`config.mk`:
```
export PLATFORM = sky130hd
export DESIGN_NAME = sramc_top
export DESIGN_NICKNAME = d
export VERILOG_FILES = /design/src/rtl/sramc_pkg.sv /design/src/rtl/sramc_ctrl.sv /design/src/rtl/sramc_dpath.sv /design/src/rtl/sramc_top.sv
export SDC_FILE = /design/constraint.sdc
export NUM_CORES = 1
export LEC_CHECK = 0
export ABC_AREA = 1
export BUFFER_PORTS_ARGS = -buffer_cell sky130_fd_sc_hd__buf_2
export CORE_MARGIN = 1.5
export CORE_UTILIZATION = 47
export CTS_CLUSTER_SIZE = 12
export DETAILED_ROUTE_END_ITERATION = 10
export PLACE_DENSITY = 0.86
export SLEW_MARGIN = 25
export SYNTH_ARGS = -nofsm -noshare
export SYNTH_HDL_FRONTEND = slang
export SYNTH_HIERARCHICAL = 1
export SYNTH_SLANG_ARGS = --single-unit
```
`constraint.sdc`:
```
create_clock -name clk -period 1.63 [get_ports clk]
set_input_delay 0.2445 -clock clk [delete_from_list [all_inputs] [get_ports clk]]
set_output_delay 0.2445 -clock clk [all_outputs]
set_load 0.005 [all_outputs]
```
`src/rtl/sramc_pkg.sv`:
```
`timescale 1ns/1ps
package sramc_pkg;

  typedef enum logic [2:0] {
    ST_IDLE,
    ST_READ,
    ST_WSETUP,
    ST_WPULSE,
    ST_WHOLD
  } sramc_state_t;

  // strobes from control to datapath
  typedef struct packed {
    logic load;       // capture request address and data
    logic sample;     // capture data bus into response register
    logic driveNext;  // data bus drive enable for the coming cycle
  } sramc_strobe_t;

  // wait cycles = max(1, ceil(access / period))
  function automatic int waitCycles(input int accessNs, input int clkNs);
    int q;
    q = (accessNs + clkNs - 1) / clkNs;
    return (q < 1) ? 1 : q;
  endfunction

endpackage

```
`src/rtl/sramc_ctrl.sv`:
```
`timescale 1ns/1ps
module sramc_ctrl
  import sramc_pkg::*;
#(
  parameter int WAIT_CYC = 2,
  localparam int CNT_W = $clog2(WAIT_CYC + 1)
) (
  input  logic          clk,
  input  logic          rstN,
  input  logic          reqValid,
  input  logic          reqWrite,
  output logic          reqReady,
  output sramc_strobe_t strobe,
  output logic          sramCeN,
  output logic          sramWeN,
  output logic          sramOeN
);

  sramc_state_t state, nextState;
  logic [CNT_W-1:0] waitCnt;
  logic lastWait;

  assign lastWait = (waitCnt == '0);
  assign reqReady = (state == ST_IDLE);

  always_comb begin
    nextState = state;
    unique case (state)
      ST_IDLE:   if (reqValid) nextState = reqWrite ? ST_WSETUP : ST_READ;
      ST_READ:   if (lastWait) nextState = ST_IDLE;
      ST_WSETUP: nextState = ST_WPULSE;
      ST_WPULSE: if (lastWait) nextState = ST_WHOLD;
      ST_WHOLD:  nextState = ST_IDLE;
      default:   nextState = ST_IDLE;
    endcase
  end

  always_comb begin
    strobe.load      = (state == ST_IDLE) && reqValid;
    strobe.sample    = (state == ST_READ) && lastWait;
    strobe.driveNext = (nextState == ST_WSETUP) || (nextState == ST_WPULSE) ||
                       (nextState == ST_WHOLD);
  end

  always_ff @(posedge clk) begin
    if (!rstN) begin
      state   <= ST_IDLE;
      waitCnt <= '0;
      sramCeN <= 1'b1;
      sramWeN <= 1'b1;
      sramOeN <= 1'b1;
    end else begin
      state <= nextState;
      if ((state != ST_READ && nextState == ST_READ) ||
          (state != ST_WPULSE && nextState == ST_WPULSE))
        waitCnt <= CNT_W'(WAIT_CYC - 1);
      else if (!lastWait)
        waitCnt <= waitCnt - 1'b1;
      sramCeN <= (nextState == ST_IDLE);
      sramWeN <= (nextState != ST_WPULSE);
      sramOeN <= (nextState != ST_READ);
    end
  end

  // run-length counters for the pulse-width checks
  logic [CNT_W-1:0] oeRun, weRun;
  always_ff @(posedge clk) begin
    if (!rstN) begin
      oeRun <= '0;
      weRun <= '0;
    end else begin
      oeRun <= sramOeN ? '0 : oeRun + 1'b1;
      weRun <= sramWeN ? '0 : weRun + 1'b1;
    end
  end


  rd_width_chk: assert property (@(posedge clk) disable iff (!rstN)
    $rose(sramOeN) |-> (oeRun == CNT_W'(WAIT_CYC)));


  wr_width_chk: assert property (@(posedge clk) disable iff (!rstN)
    $rose(sramWeN) |-> (weRun == CNT_W'(WAIT_CYC)));


  we_oe_excl_chk: assert property (@(posedge clk) disable iff (!rstN)
    !sramWeN |-> (sramOeN && !sramCeN));


  busy_ready_chk: assert property (@(posedge clk) disable iff (!rstN)
    !sramCeN |-> !reqReady);

endmodule

```
`src/rtl/sramc_dpath.sv`:
```
`timescale 1ns/1ps
module sramc_dpath
  import sramc_pkg::*;
#(
  parameter int ADDR_W = 17,
  parameter int DATA_W = 8
) (
  input  logic              clk,
  input  logic              rstN,
  input  sramc_strobe_t     strobe,
  input  logic [ADDR_W-1:0] reqAddr,
  input  logic [DATA_W-1:0] reqWdata,
  input  logic [DATA_W-1:0] sramDin,
  output logic [ADDR_W-1:0] sramAddr,
  output logic [DATA_W-1:0] sramDout,
  output logic              sramDoe,
  output logic              rspValid,
  output logic [DATA_W-1:0] rspData
);

  always_ff @(posedge clk) begin
    if (!rstN) begin
      sramAddr <= '0;
      sramDout <= '0;
      sramDoe  <= 1'b0;
      rspValid <= 1'b0;
      rspData  <= '0;
    end else begin
      if (strobe.load) begin
        sramAddr <= reqAddr;
        sramDout <= reqWdata;
      end
      sramDoe  <= strobe.driveNext;
      rspValid <= strobe.sample;
      if (strobe.sample) rspData <= sramDin;
    end
  end


  rsp_pulse_chk: assert property (@(posedge clk) disable iff (!rstN)
    rspValid |=> !rspValid);


  dout_hold_chk: assert property (@(posedge clk) disable iff (!rstN)
    (sramDoe && $past(sramDoe)) |-> $stable(sramDout));

endmodule

```
`src/rtl/sramc_top.sv`:
```
`timescale 1ns/1ps
module sramc_top
  import sramc_pkg::*;
#(
  parameter int CLK_NS   = 5,
  parameter int SPEED_NS = 10,
  parameter int ADDR_W   = 17,
  parameter int DATA_W   = 8,
  localparam int WAIT_CYC = waitCycles(SPEED_NS, CLK_NS)
) (
  input  logic              clk,
  input  logic              rstN,
  input  logic              reqValid,
  output logic              reqReady,
  input  logic              reqWrite,
  input  logic [ADDR_W-1:0] reqAddr,
  input  logic [DATA_W-1:0] reqWdata,
  output logic              rspValid,
  output logic [DATA_W-1:0] rspData,
  output logic              sramCeN,
  output logic              sramWeN,
  output logic              sramOeN,
  output logic [ADDR_W-1:0] sramAddr,
  output logic [DATA_W-1:0] sramDout,
  output logic              sramDoe,
  input  logic [DATA_W-1:0] sramDin
);

  sramc_strobe_t strobe;

  sramc_ctrl #(.WAIT_CYC(WAIT_CYC)) u_ctrl (
    .clk      (clk),
    .rstN     (rstN),
    .reqValid (reqValid),
    .reqWrite (reqWrite),
    .reqReady (reqReady),
    .strobe   (strobe),
    .sramCeN  (sramCeN),
    .sramWeN  (sramWeN),
    .sramOeN  (sramOeN)
  );

  sramc_dpath #(.ADDR_W(ADDR_W), .DATA_W(DATA_W)) u_dpath (
    .clk      (clk),
    .rstN     (rstN),
    .strobe   (strobe),
    .reqAddr  (reqAddr),
    .reqWdata (reqWdata),
    .sramDin  (sramDin),
    .sramAddr (sramAddr),
    .sramDout (sramDout),
    .sramDoe  (sramDoe),
    .rspValid (rspValid),
    .rspData  (rspData)
  );


  no_contention_chk: assert property (@(posedge clk) disable iff (!rstN)
    sramDoe |-> sramOeN);


  turnaround_chk: assert property (@(posedge clk) disable iff (!rstN)
    $rose(sramDoe) |-> $past(sramOeN));


  addr_hold_chk: assert property (@(posedge clk) disable iff (!rstN)
    (!sramCeN && $past(!sramCeN)) |-> $stable(sramAddr));


  no_write_rsp_chk: assert property (@(posedge clk) disable iff (!rstN)
    sramDoe |-> !rspValid);

endmodule

```
Word level (Yosys, flattened, before mapping)
Index checks and enable logic that the tools add are counted.

Register bits: 43.

Equality and inequality tests: 12. Reductions and logical operators: 11. Bitwise gates (word level): 1. Muxes and demuxes: 7. Add/sub/neg operators: 1.

Operators by type and width (number): $eq A3 B2 Y1 const B (4); $pmux W3 S4 (1); $mux W3 (3); $eq A3 B1 Y1 const B (2); $logic_not A3 Y1 (2); $ne A3 B1 Y1 const B (2); $ne A3 B2 Y1 const B (2); $logic_and A1 B1 Y1 (4); $eq A3 B3 Y1 const B (1); $logic_or A1 B1 Y1 (3); $logic_not A2 Y1 (1); $mux W1 (2); $mux W2 (1); $ne A2 B2 Y1 const B (1); $reduce_or A2 Y1 (1); $sub A2 B1 Y2 const B (1); $not A1 Y1 (1).

Longest topological paths before layout
Gate-level depths: netlist of run 1.

Word-level depth: 7. Gate-level depth with buffers: 9. Gate-level depth less buffers: 7.

By module
The synthesis of run 1 kept the hierarchy.

By module, submodules not included: sramc_dpath (instances 1, area an instance 1451.4 sq um, cells an instance 216); sramc_ctrl (instances 1, area an instance 372.9 sq um, cells an instance 54).

Worst setup path after synthesis of run 1
Ideal clock, no wire load.

Kind: register to register. Start: register u_ctrl.waitCnt[0]. End: register u_dpath.rspData[6]. Library setup time: 0.113 ns. Arrival time: 1.104 ns. Slack: 0.413 ns. Stages on the path, launching flop included: 10. Clock period less this slack: 1.217 ns. Cells stage by stage: dfxtp_1 -> inv_1 -> ha_1 -> nand2_1 -> nor2_1 -> buf_6 -> buf_6 -> nand2_1 -> nand2_1 -> nor2_1.

RTL lines: from (decl) (line sramc_ctrl.sv:20) `logic [CNT_W-1:0] waitCnt;`; from (signal assigned) (line sramc_ctrl.sv:56) `waitCnt <= CNT_W'(WAIT_CYC - 1);`; from (signal assigned) (line sramc_ctrl.sv:58) `waitCnt <= waitCnt - 1'b1;`; to (signal assigned) (line sramc_dpath.sv:35) `if (strobe.sample) rspData <= sramDin;`; to (decl) (line sramc_dpath.sv:18) `output logic [DATA_W-1:0] rspData`.

==> results_dict.tcl, run 1 <==
set metrics [dict create \
    status "complete, no violations" \
    seq_power_share_pct 43.8 \
    critPathMaxFanout 50 \
    track_usage_pct 17.4 \
    post-route-min-period_ps 1380 \
    synth-simple-area-share_pct 35.0 \
    synthCells 270 \
    cts_setup_buffers 0 \
    critPathSlowestCell "dfxtp_1" \
    nets 382 \
    synth_area_leader_cell "dfxtp_1" \
    drt_wl_total_microns 3520 \
    clockRootBuffer "clkbuf_8" \
    antenna_cells 0 \
    cp.buffers_inverters 1 \
    cts_buffers 5 \
    worstPathCellList "nor2_1 > nand2_1 > nor2_4 > buf_12 > nand2_1 > nand2_1 > nor2_1" \
    hold_slack_ps 234 \
    synth_top_cell_area_share_pct 47.2 \
    arrival_ps 1580 \
    cts_resized 0 \
    crit_family "simple AND/OR/NAND/NOR gates" \
    fin_setup_tns_ps 0 \
    syn2layout_area_growth_pct 26.4 \
    intPower_uw 2140 \
    worst_slew_pin_slew_ps 268 \
    fmax_mhz 725 \
    seq_area_frac_synth_pct 47.2 \
    clockBufferDepth 2 \
    hold_path.class "input port to register" \
    wire_per_inst_microns 8.95 \
    grt_pass1_vias 1397 \
    end_kind "register" \
    power.total_uw 3140 \
    yosys_warnings 6 \
    worst_path_largest_cell_delay_ps 360 \
    drive_above_1_share_pct 26.7 \
    vias 1690 \
    drc 0 \
    syn_area_sq_um 1820 \
    die_x_microns 65.3 \
    synth_top_family_by_area "simple AND/OR/NAND/NOR gates" \
    cts_tree "yes" \
    ctsHoldBuffers 0 \
    viasPerCell 4.30 \
    htreeDepth 2 \
    hold_viol 0 \
    drv_slew 0 \
    crit_required_ps 1830 \
    p_switching_uw 995 \
    ios 76 \
    die_h_microns 65.3 \
    setup_viol 0 \
    drtIter0Drc 138 \
    fp-row-count 22 \
    grt-ovfl-total 0 \
    switching_share_pct 31.7 \
    dr.pass1.iters 4 \
    yosys_register_bits 43 \
    skew_ps 6.21 \
    grt_pass1_wl_microns 5790 \
    p_clk_share_pct 26.0 \
    synth_xor_area_share_pct 0.480 \
    ir_drop_mv 0.629 \
    rsz0062_at_grt "false" \
    worstSetupPathType "register to register" \
    max-cap-violations 0 \
    clk_latency_ps 290 \
    gp_congestion 0.892 \
    cts_sinks 43 \
    avgSynthCellArea_sq_um 6.76 \
    slew_headroom_pct 82.0 \
    antenna_found_initial 0 \
    synthTopCellsByArea "dfxtp_1 (47%), nand2_1 (16%), nor2_1 (16%), inv_1 (9.5%), buf_6 (4.3%)" \
    pwr-share-comb_pct 30.2 \
    dp_hpwl_microns 2560 \
    start_kind "register" \
    grt_start_max_net_pins 51 \
    core_area_sq_um 3690 \
    finalCritPeriodShare_pct 84.6 \
    cpMostUsedCell "nand2_1" \
    synth-compound-area-share_pct 0.823 \
    p_leak_uw 0.00136 \
    ys_types 16 \
    cts.clk_slew.worst_paths_ps 80 \
    powerDensity_nw_per_um2 1360 \
    die_area_sq_um 4260 \
    synthesis.nets 308 \
    synthMuxAreaShare_pct 0 \
    ant_nets 0 \
    start_util_pct 49.5 \
    portBuffers 75 \
    synth_fa_ha_area_share_pct 0.686 \
]
-- flip-flops by register name (all words and copies together), names as in the netlist --
register / flops
u_ctrl/sramCeN: 1
u_ctrl/sramOeN: 1
u_ctrl/sramWeN: 1
u_ctrl/state: 3
u_ctrl/waitCnt: 2
u_dpath/rspData: 8
u_dpath/rspValid: 1
u_dpath/sramAddr: 17
u_dpath/sramDoe: 1
u_dpath/sramDout: 8
-- logic make-up after synthesis --
group,count (synthesis)
compound gates,3
buf+inv,58
fa+ha+maj,1
flops,43
simple gates,164
xor+xnor,1
-- path summary, 6_finish.rpt --
kind                            start                  end  slack, ps  cells past startpoint
setup reg to reg      u_ctrl/state[1]  u_dpath/sramDout[5]        250                      7
hold reg to reg   u_dpath/sramDout[7]  u_dpath/sramDout[7]        470                      2
setup / recovery      u_ctrl/state[1]  u_dpath/sramDout[5]        250                      7
hold / removal             sramDin[4]   u_dpath/rspData[4]        230                      5
-- cell usage after synthesis --
library cell / number
o21ai_0: 1
nor2_1: 76
buf_6: 7
nor2_2: 1
ha_1: 1
o21ai_1: 1
inv_1: 46
nand2_1: 77
nor4_1: 1
nand4_1: 2
nand3_1: 4
xor2_1: 1
a21oi_1: 1
nand2_2: 3
dfxtp_1: 43
buf_4: 5
-- worst register-to-register path, stage by stage (launching register included) --
cell     delay [ps]
dfxtp_1         360
nor2_1          230
nand2_1         140
nor2_4          120
buf_12          220
nand2_1         100
nand2_1          70
nor2_1           40
-- per-layer routing --
| layer | global-route usage (%) | routed length, microns |
|---|---|---|
| met1 | 21.0 | 1510 |
| met2 | 28.4 | 1680 |
| met3 | 5.65 | 265 |
| met4 | 7.29 | 63 |
| met5 | 0 | 0 |
-- placed cells by master, fill, tap and decap left out --
cell / instances
dfxtp_1: 43
bufinv_16: 1
nand2_1: 77
a21oi_1: 1
buf_12: 1
xor2_1: 1
o21ai_0: 1
nor2_1: 75
clkinv_2: 1
nand4_1: 2
buf_2: 75
buf_4: 3
nor4_1: 1
inv_1: 46
clkinv_4: 1
nand3_1: 4
nand2_2: 3
nor2_2: 1
o21ai_1: 1
clkbuf_8: 5
nor2_4: 1
ha_1: 1
-- power groups by stage --
| stage | clock (uW) | combinational (uW) | sequential [uW] |
|---|---|---|---|
| 3_5_place_dp | 0 | 951 | 1400 |
| 4_1_cts | 840 | 961 | 1370 |
| 3_3_place_gp | 0 | 917 | 1390 |
| 6_report | 815 | 947 | 1370 |
| 5_1_grt | 899 | 1110 | 1400 |
| 2_1_floorplan | 0 | 654 | 1410 |
-- cell type report --
type | count | area (sq um)
fill | 361 | 1380
sequential | 43 | 861
multi-input combinational | 169 | 682
timing repair buffer | 79 | 418
inverter | 46 | 173
clock buffer | 5 | 68.8
tap | 48 | 60.1
clock inverter | 3 | 43.8
-- per-stage QoR --
stage / instances / cell area (sq um) / setup WS [ps] / utilization (%)
floorplan: 270 / 1820 / 413 / -
global placement: 385 / 2190 / 384 / 59.5
detailed placement: 385 / 2190 / 334 / 59.5
CTS: 393 / 2310 / 270 / 62.5
global route: 393 / 2310 / 112 / 62.5
finish: 393 / 2310 / 251 / 62.5
Note: power is estimated with default switching activity, not from simulation.
==> inputs of run 2 (changes only) <==
==> constraint.sdc (replaced) <==
create_clock -name clk -period 1.4 [get_ports clk]
set_input_delay 0.21 -clock clk [delete_from_list [all_inputs] [get_ports clk]]
set_output_delay 0.21 -clock clk [all_outputs]
set_load 0.005 [all_outputs]
==> results_dict.tcl, run 2 (synthesis gave the netlist of run 1 again) <==
set metrics [dict create \
    status "complete, no violations" \
    clockRootBuffer "clkbuf_8" \
    grt_pass1_wl_microns 5780 \
    grt_start_max_net_pins 51 \
    nets 385 \
    die_x_microns 65.3 \
    crit_family "simple AND/OR/NAND/NOR gates" \
    place_area_sq_um 2190 \
    powerDensity_nw_per_um2 1560 \
    fp-row-count 22 \
    die_h_microns 65.3 \
    start_util_pct 49.5 \
    cts_tree "yes" \
    drv_slew 0 \
    worstPathCellList "nor2_2 > nand2_2 > nor2_4 > clkbuf_16 > nand2_1 > nand2_1 > nor2_1" \
    drtIter0Drc 98 \
    ant_nets 0 \
    vias 1746 \
    hold_path.class "input port to register" \
    gp_congestion 0.841 \
    pwr-share-comb_pct 33.6 \
    hold_viol 0 \
    clk_latency_ps 290 \
    top_register "u_dpath/sramAddr" \
    p_clk_share_pct 22.9 \
    drive_above_1_share_pct 28.2 \
    wire_per_inst_microns 10.3 \
    cts_buffers 5 \
    arrival_ps 1560 \
    top_regs "u_dpath/sramAddr (17), u_dpath/rspData (8), u_dpath/sramDout (8)" \
    seq_power_share_pct 43.5 \
    largest_register_ff_count 17 \
    cp.buffers_inverters 1 \
    worst_slew_pin_slew_ps 234 \
    layout_common_cells "nand2_1 (76), buf_2 (75), nor2_1 (73), inv_1 (46), dfxtp_1 (42)" \
    finalCritPeriodShare_pct 98.0 \
    final_common_cell "nand2_1" \
    cts_sinks 43 \
    dr.pass1.iters 4 \
    worst_slack_ps 27.5 \
    cpMostUsedCell "nand2_1" \
    place_ws_ps 87.0 \
    setup_viol 0 \
    ios 76 \
    end_kind "register" \
    core_area_sq_um 3690 \
    portBuffers 75 \
    max-cap-violations 0 \
    htreeDepth 2 \
    die_area_sq_um 4260 \
    utilization_pct 64.2 \
    fmax_mhz 729 \
    final_area_sq_um 2370 \
    drc 0 \
    intPower_uw 2490 \
    switching_share_pct 32.5 \
    cts_setup_buffers 0 \
    viasPerCell 4.41 \
    dp_hpwl_microns 2580 \
    grt_pass1_vias 1396 \
    worstSetupPathType "register to register" \
    p_switching_uw 1200 \
    p_leak_uw 0.00138 \
    slew_headroom_pct 84.3 \
    critPathSlowestCell "dfxtp_2" \
    drt_wl_total_microns 4080 \
    start_kind "register" \
    track_usage_pct 17.1 \
    antenna_found_initial 0 \
    skew_ps 4.71 \
    critPathMaxFanout 12 \
    syn2layout_area_growth_pct 29.8 \
    post-route-min-period_ps 1370 \
    fin_setup_tns_ps 0 \
    clockBufferDepth 2 \
    worst_path_largest_cell_delay_ps 350 \
    grt-ovfl-total 0 \
    ir_drop_mv 0.852 \
    cts.clk_slew.worst_paths_ps 80 \
    antenna_cells 0 \
    crit_required_ps 1580 \
]
==> run 2: cell types whose count changed in the layout (fill, tap and decap cells not counted), sizes merged <==
cell | before | now
bufinv | 1 | 0
buf | 79 | 80
clkbuf | 5 | 10
clkinv | 2 | 0
==> run 2: cell type report <==
type                    count  area [sq um]
fillers                   346          1320
flip-flops and latches     43           862
multi-input cells         169           689
repair buffers             82           483
inverters                  46           173
clock buffers               8           100
well taps                  48          60.1
==> run 2: path summary, 6_finish.rpt <==
check                           cells after the start  slack, ps                  end                start
worst max-delay path                                7         30  u_dpath/sramDout[4]      u_ctrl/state[1]
worst min-delay path                                5        200   u_dpath/rspData[4]           sramDin[4]
worst max register to register                      7         30  u_dpath/sramDout[4]      u_ctrl/state[1]
worst min register to register                      2        470  u_dpath/sramAddr[8]  u_dpath/sramAddr[8]
==> run 2: stage by stage <==
stage | std cells | total power [uW] | hold slack (ps)
floorplan | 270 | 2410 | 290
global placement | 385 | 2690 | 454
detailed placement | 385 | 2740 | 459
CTS | 393 | 3570 | 197
global route | 396 | 3940 | 213
finish | 396 | 3690 | 201
==> run 2: timing repair <==
action                     4_1_cts  5_1_grt
setup endpoints to repair        0       32
hold buffers                     0        0
gates resized for setup          0        5
==> run 2: power groups by stage <==
stage | combinational (uW) | sequential [uW] | clock (uW)
2_1_floorplan | 761 | 1640 | 0
3_3_place_gp | 1070 | 1620 | 0
3_5_place_dp | 1110 | 1630 | 0
4_1_cts | 1120 | 1600 | 854
5_1_grt | 1400 | 1630 | 903
6_report | 1240 | 1600 | 845
==> run 2: worst reg2reg max path, stage by stage, from the launching register on <==
cell and delay, ps:
dfxtp_2 350, nor2_2 180, nand2_2 110, nor2_4 250
clkbuf_16 220, nand2_1 60, nand2_1 60, nor2_1 40
==> run 2: per-layer routing <==
metal	global-route usage, %	up-vias	part of all wire [%]	wire length, microns
met5	0	-	0	0
met4	5.47	0	1.2	48
li1	-	927	-	-
met1	19.4	753	43	1770
met2	29.8	60	48	1950
met3	6.16	6	7.5	306
==> inputs of run 3 (changes only) <==
--- a/config.mk
+++ b/config.mk
@@ -5,13 +5,12 @@
 export SDC_FILE = /design/constraint.sdc
 export NUM_CORES = 1
 export LEC_CHECK = 0
-export ABC_AREA = 1
 export BUFFER_PORTS_ARGS = -buffer_cell sky130_fd_sc_hd__buf_2
 export CORE_MARGIN = 1.5
-export CORE_UTILIZATION = 47
+export CORE_UTILIZATION = 35
 export CTS_CLUSTER_SIZE = 12
 export DETAILED_ROUTE_END_ITERATION = 10
-export PLACE_DENSITY = 0.86
+export PLACE_DENSITY = 0.65
 export SLEW_MARGIN = 25
 export SYNTH_ARGS = -nofsm -noshare
 export SYNTH_HDL_FRONTEND = slang
==> results_dict.tcl, run 3 <==
set metrics [dict create \
    status "complete, no violations" \
    setup_viol 0 \
    clockRootBuffer "clkbuf_8" \
    arrival_ps 1580 \
    htreeDepth 2 \
    intPower_uw 2320 \
    synth_xor_area_share_pct 0.517 \
    synth-simple-area-share_pct 18.4 \
    crit_required_ps 1600 \
    antenna_cells 0 \
    end_kind "register" \
    ys.flop_type "dfxtp_1" \
    slew_headroom_pct 80.1 \
    utilization_pct 49.3 \
    viasPerCell 4.42 \
    final_common_cell "buf_2" \
    seq_power_share_pct 44.9 \
    dp_hpwl_microns 2420 \
    grt_pass1_vias 1159 \
    drc 0 \
    ir_drop_mv 0.477 \
    core_area_sq_um 4690 \
    post-route-min-period_ps 1390 \
    avgSynthCellArea_sq_um 11.3 \
    die_x_microns 72.6 \
    clockBufferDepth 2 \
    hold_path.class "input port to register" \
    wire_per_inst_microns 12.3 \
    layout_common_cells "buf_2 (75), dfxtp_1 (40), nor2b_1 (34), mux2i_1 (33), buf_4 (7)" \
    p_leak_uw 0.00107 \
    synth_fa_ha_area_share_pct 0.739 \
    antenna_found_initial 0 \
    final_area_sq_um 2310 \
    hold_viol 0 \
    cts_buffers 5 \
    ios 76 \
    synthMuxAreaShare_pct 19.5 \
    drtIter0Drc 32 \
    synth_top_family_by_area "multiplexers" \
    top_regs "u_dpath/sramAddr (17), u_dpath/rspData (8), u_dpath/sramDout (8)" \
    switching_share_pct 28.5 \
    vias 1278 \
    cts_tree "yes" \
    synth-compound-area-share_pct 4.80 \
    top_register "u_dpath/sramAddr" \
    track_usage_pct 12.7 \
    max-cap-violations 0 \
    grt-ovfl-total 0 \
    place_area_sq_um 2140 \
    worst_slew_pin_slew_ps 299 \
    synth_area_leader_cell "dfxtp_1" \
    portBuffers 75 \
    drt_wl_total_microns 3570 \
    syn_area_sq_um 1690 \
    nets 272 \
    skew_ps 5.19 \
    worst_path_largest_cell_delay_ps 330 \
    gp_congestion 0.697 \
    syn2layout_area_growth_pct 36.6 \
    ant_nets 0 \
    pwr-share-comb_pct 29.6 \
    cts_sinks 43 \
    cts.clk_slew.worst_paths_ps 80 \
    drv_slew 0 \
    seq_area_frac_synth_pct 50.8 \
    synthesis.nets 188 \
    critPathMaxFanout 5 \
    worstSetupPathType "register to register" \
    grt_start_max_net_pins 37 \
    fin_setup_tns_ps 0 \
    synth_edf_count 0 \
    worstPathCellList "inv_2 > ha_4 > nand2_4 > nor3_4 > buf_4 > mux2i_1 > nor2b_1" \
    die_h_microns 72.6 \
    synthCells 150 \
    synthTopCellsByArea "dfxtp_1 (51%), mux2i_1 (19%), nor2b_1 (13%), buf_12 (2.4%), a2111oi_4 (1.6%)" \
    largest_register_ff_count 17 \
    fmax_mhz 721 \
    start_kind "register" \
    ctsHoldBuffers 0 \
    rsz0062_at_grt "true" \
    critPathSlowestCell "dfxtp_2" \
    drive_above_1_share_pct 46.0 \
    dr.pass1.iters 4 \
    die_area_sq_um 5270 \
    p_clk_share_pct 25.5 \
    p_switching_uw 923 \
    yosysMostFrequentCell "dfxtp_1" \
    ys_types 27 \
    grt_pass1_wl_microns 5140 \
    fp-row-count 25 \
    ys_top_cells_by_count "dfxtp_1 (43), nor2b_1 (34), mux2i_1 (33)" \
    async_flop_share_pct 0 \
    clk_latency_ps 290 \
    yosys_register_bits 43 \
    start_util_pct 36.1 \
    powerDensity_nw_per_um2 1400 \
    synth_top_cell_area_share_pct 50.8 \
    yosys_warnings 6 \
    finalCritPeriodShare_pct 99.1 \
]
-- run 3: cell families after synthesis --
family | count (synthesis)
buffers and inverters | 11
adder cells (fa/ha/maj) | 1
flip-flops | 43
AO/OA/AOI/OAI | 9
AND/OR/NAND/NOR | 52
multiplexers | 33
XOR/XNOR | 1
-- run 3: worst paths after layout --
kind / from / to / slack (ps) / cells past startpoint
setup / recovery: u_ctrl/waitCnt[1] / u_dpath/rspData[0] / 10 / 7
hold / removal: sramDin[1] / u_dpath/rspData[1] / 170 / 3
setup reg to reg: u_ctrl/waitCnt[1] / u_dpath/rspData[0] / 10 / 7
hold reg to reg: u_dpath/sramAddr[15] / u_dpath/sramAddr[15] / 510 / 2
-- run 3: routing by layer --
layer / routed length, microns / GRT usage (%) / vias up
li1: - / - / 667
met1: 1490 / 13.7 / 563
met2: 1790 / 22.3 / 42
met3: 229 / 4.42 / 6
met4: 58 / 5.66 / 0
met5: 0 / 0 / -
-- run 3: what timing repair did --
action                                  4_1_cts  5_1_grt
endpoints found under the setup margin        7       15
pin swaps                                     0        2
gates cloned                                  0        2
setup buffers                                 0        1
resized for setup                             1       12
-- run 3: area by class of cell --
class                   count  area (sq um)
clock buffers               6          82.6
clock inverters             2          16.3
well taps                  54          67.6
fillers                   452          2380
inverters                   3          11.3
multi-input cells          96           788
repair buffers             85           484
flip-flops and latches     43           865
-- run 3: critical path: cells and delay by family, from the launching register on --
kind	cells	cell delay [ps]
fa+ha+maj	1	170
buf+inv	2	260
flops	1	330
mux	1	180
simple gates	3	360
-- run 3: stage by stage --
step / std cells / power [uW] / hold slack [ps] / setup slack (ps)
2_1_floorplan: 150 / 2020 / 338 / 10.6
3_3_place_gp: 278 / 2250 / 470 / 24.6
3_5_place_dp: 278 / 2270 / 476 / -4.58
4_1_cts: 286 / 3120 / 158 / 24.8
6_report: 289 / 3240 / 171 / 13.0
5_1_grt: 289 / 3440 / 165 / -57.0
-- run 3: power by group through the flow --
stage | clock network (uW) | registers (uW) | logic, uW
finish | 827 | 1450 | 959
global route | 903 | 1470 | 1060
CTS | 867 | 1440 | 806
detailed placement | 0 | 1470 | 798
global placement | 0 | 1470 | 787
floorplan | 0 | 1480 | 537
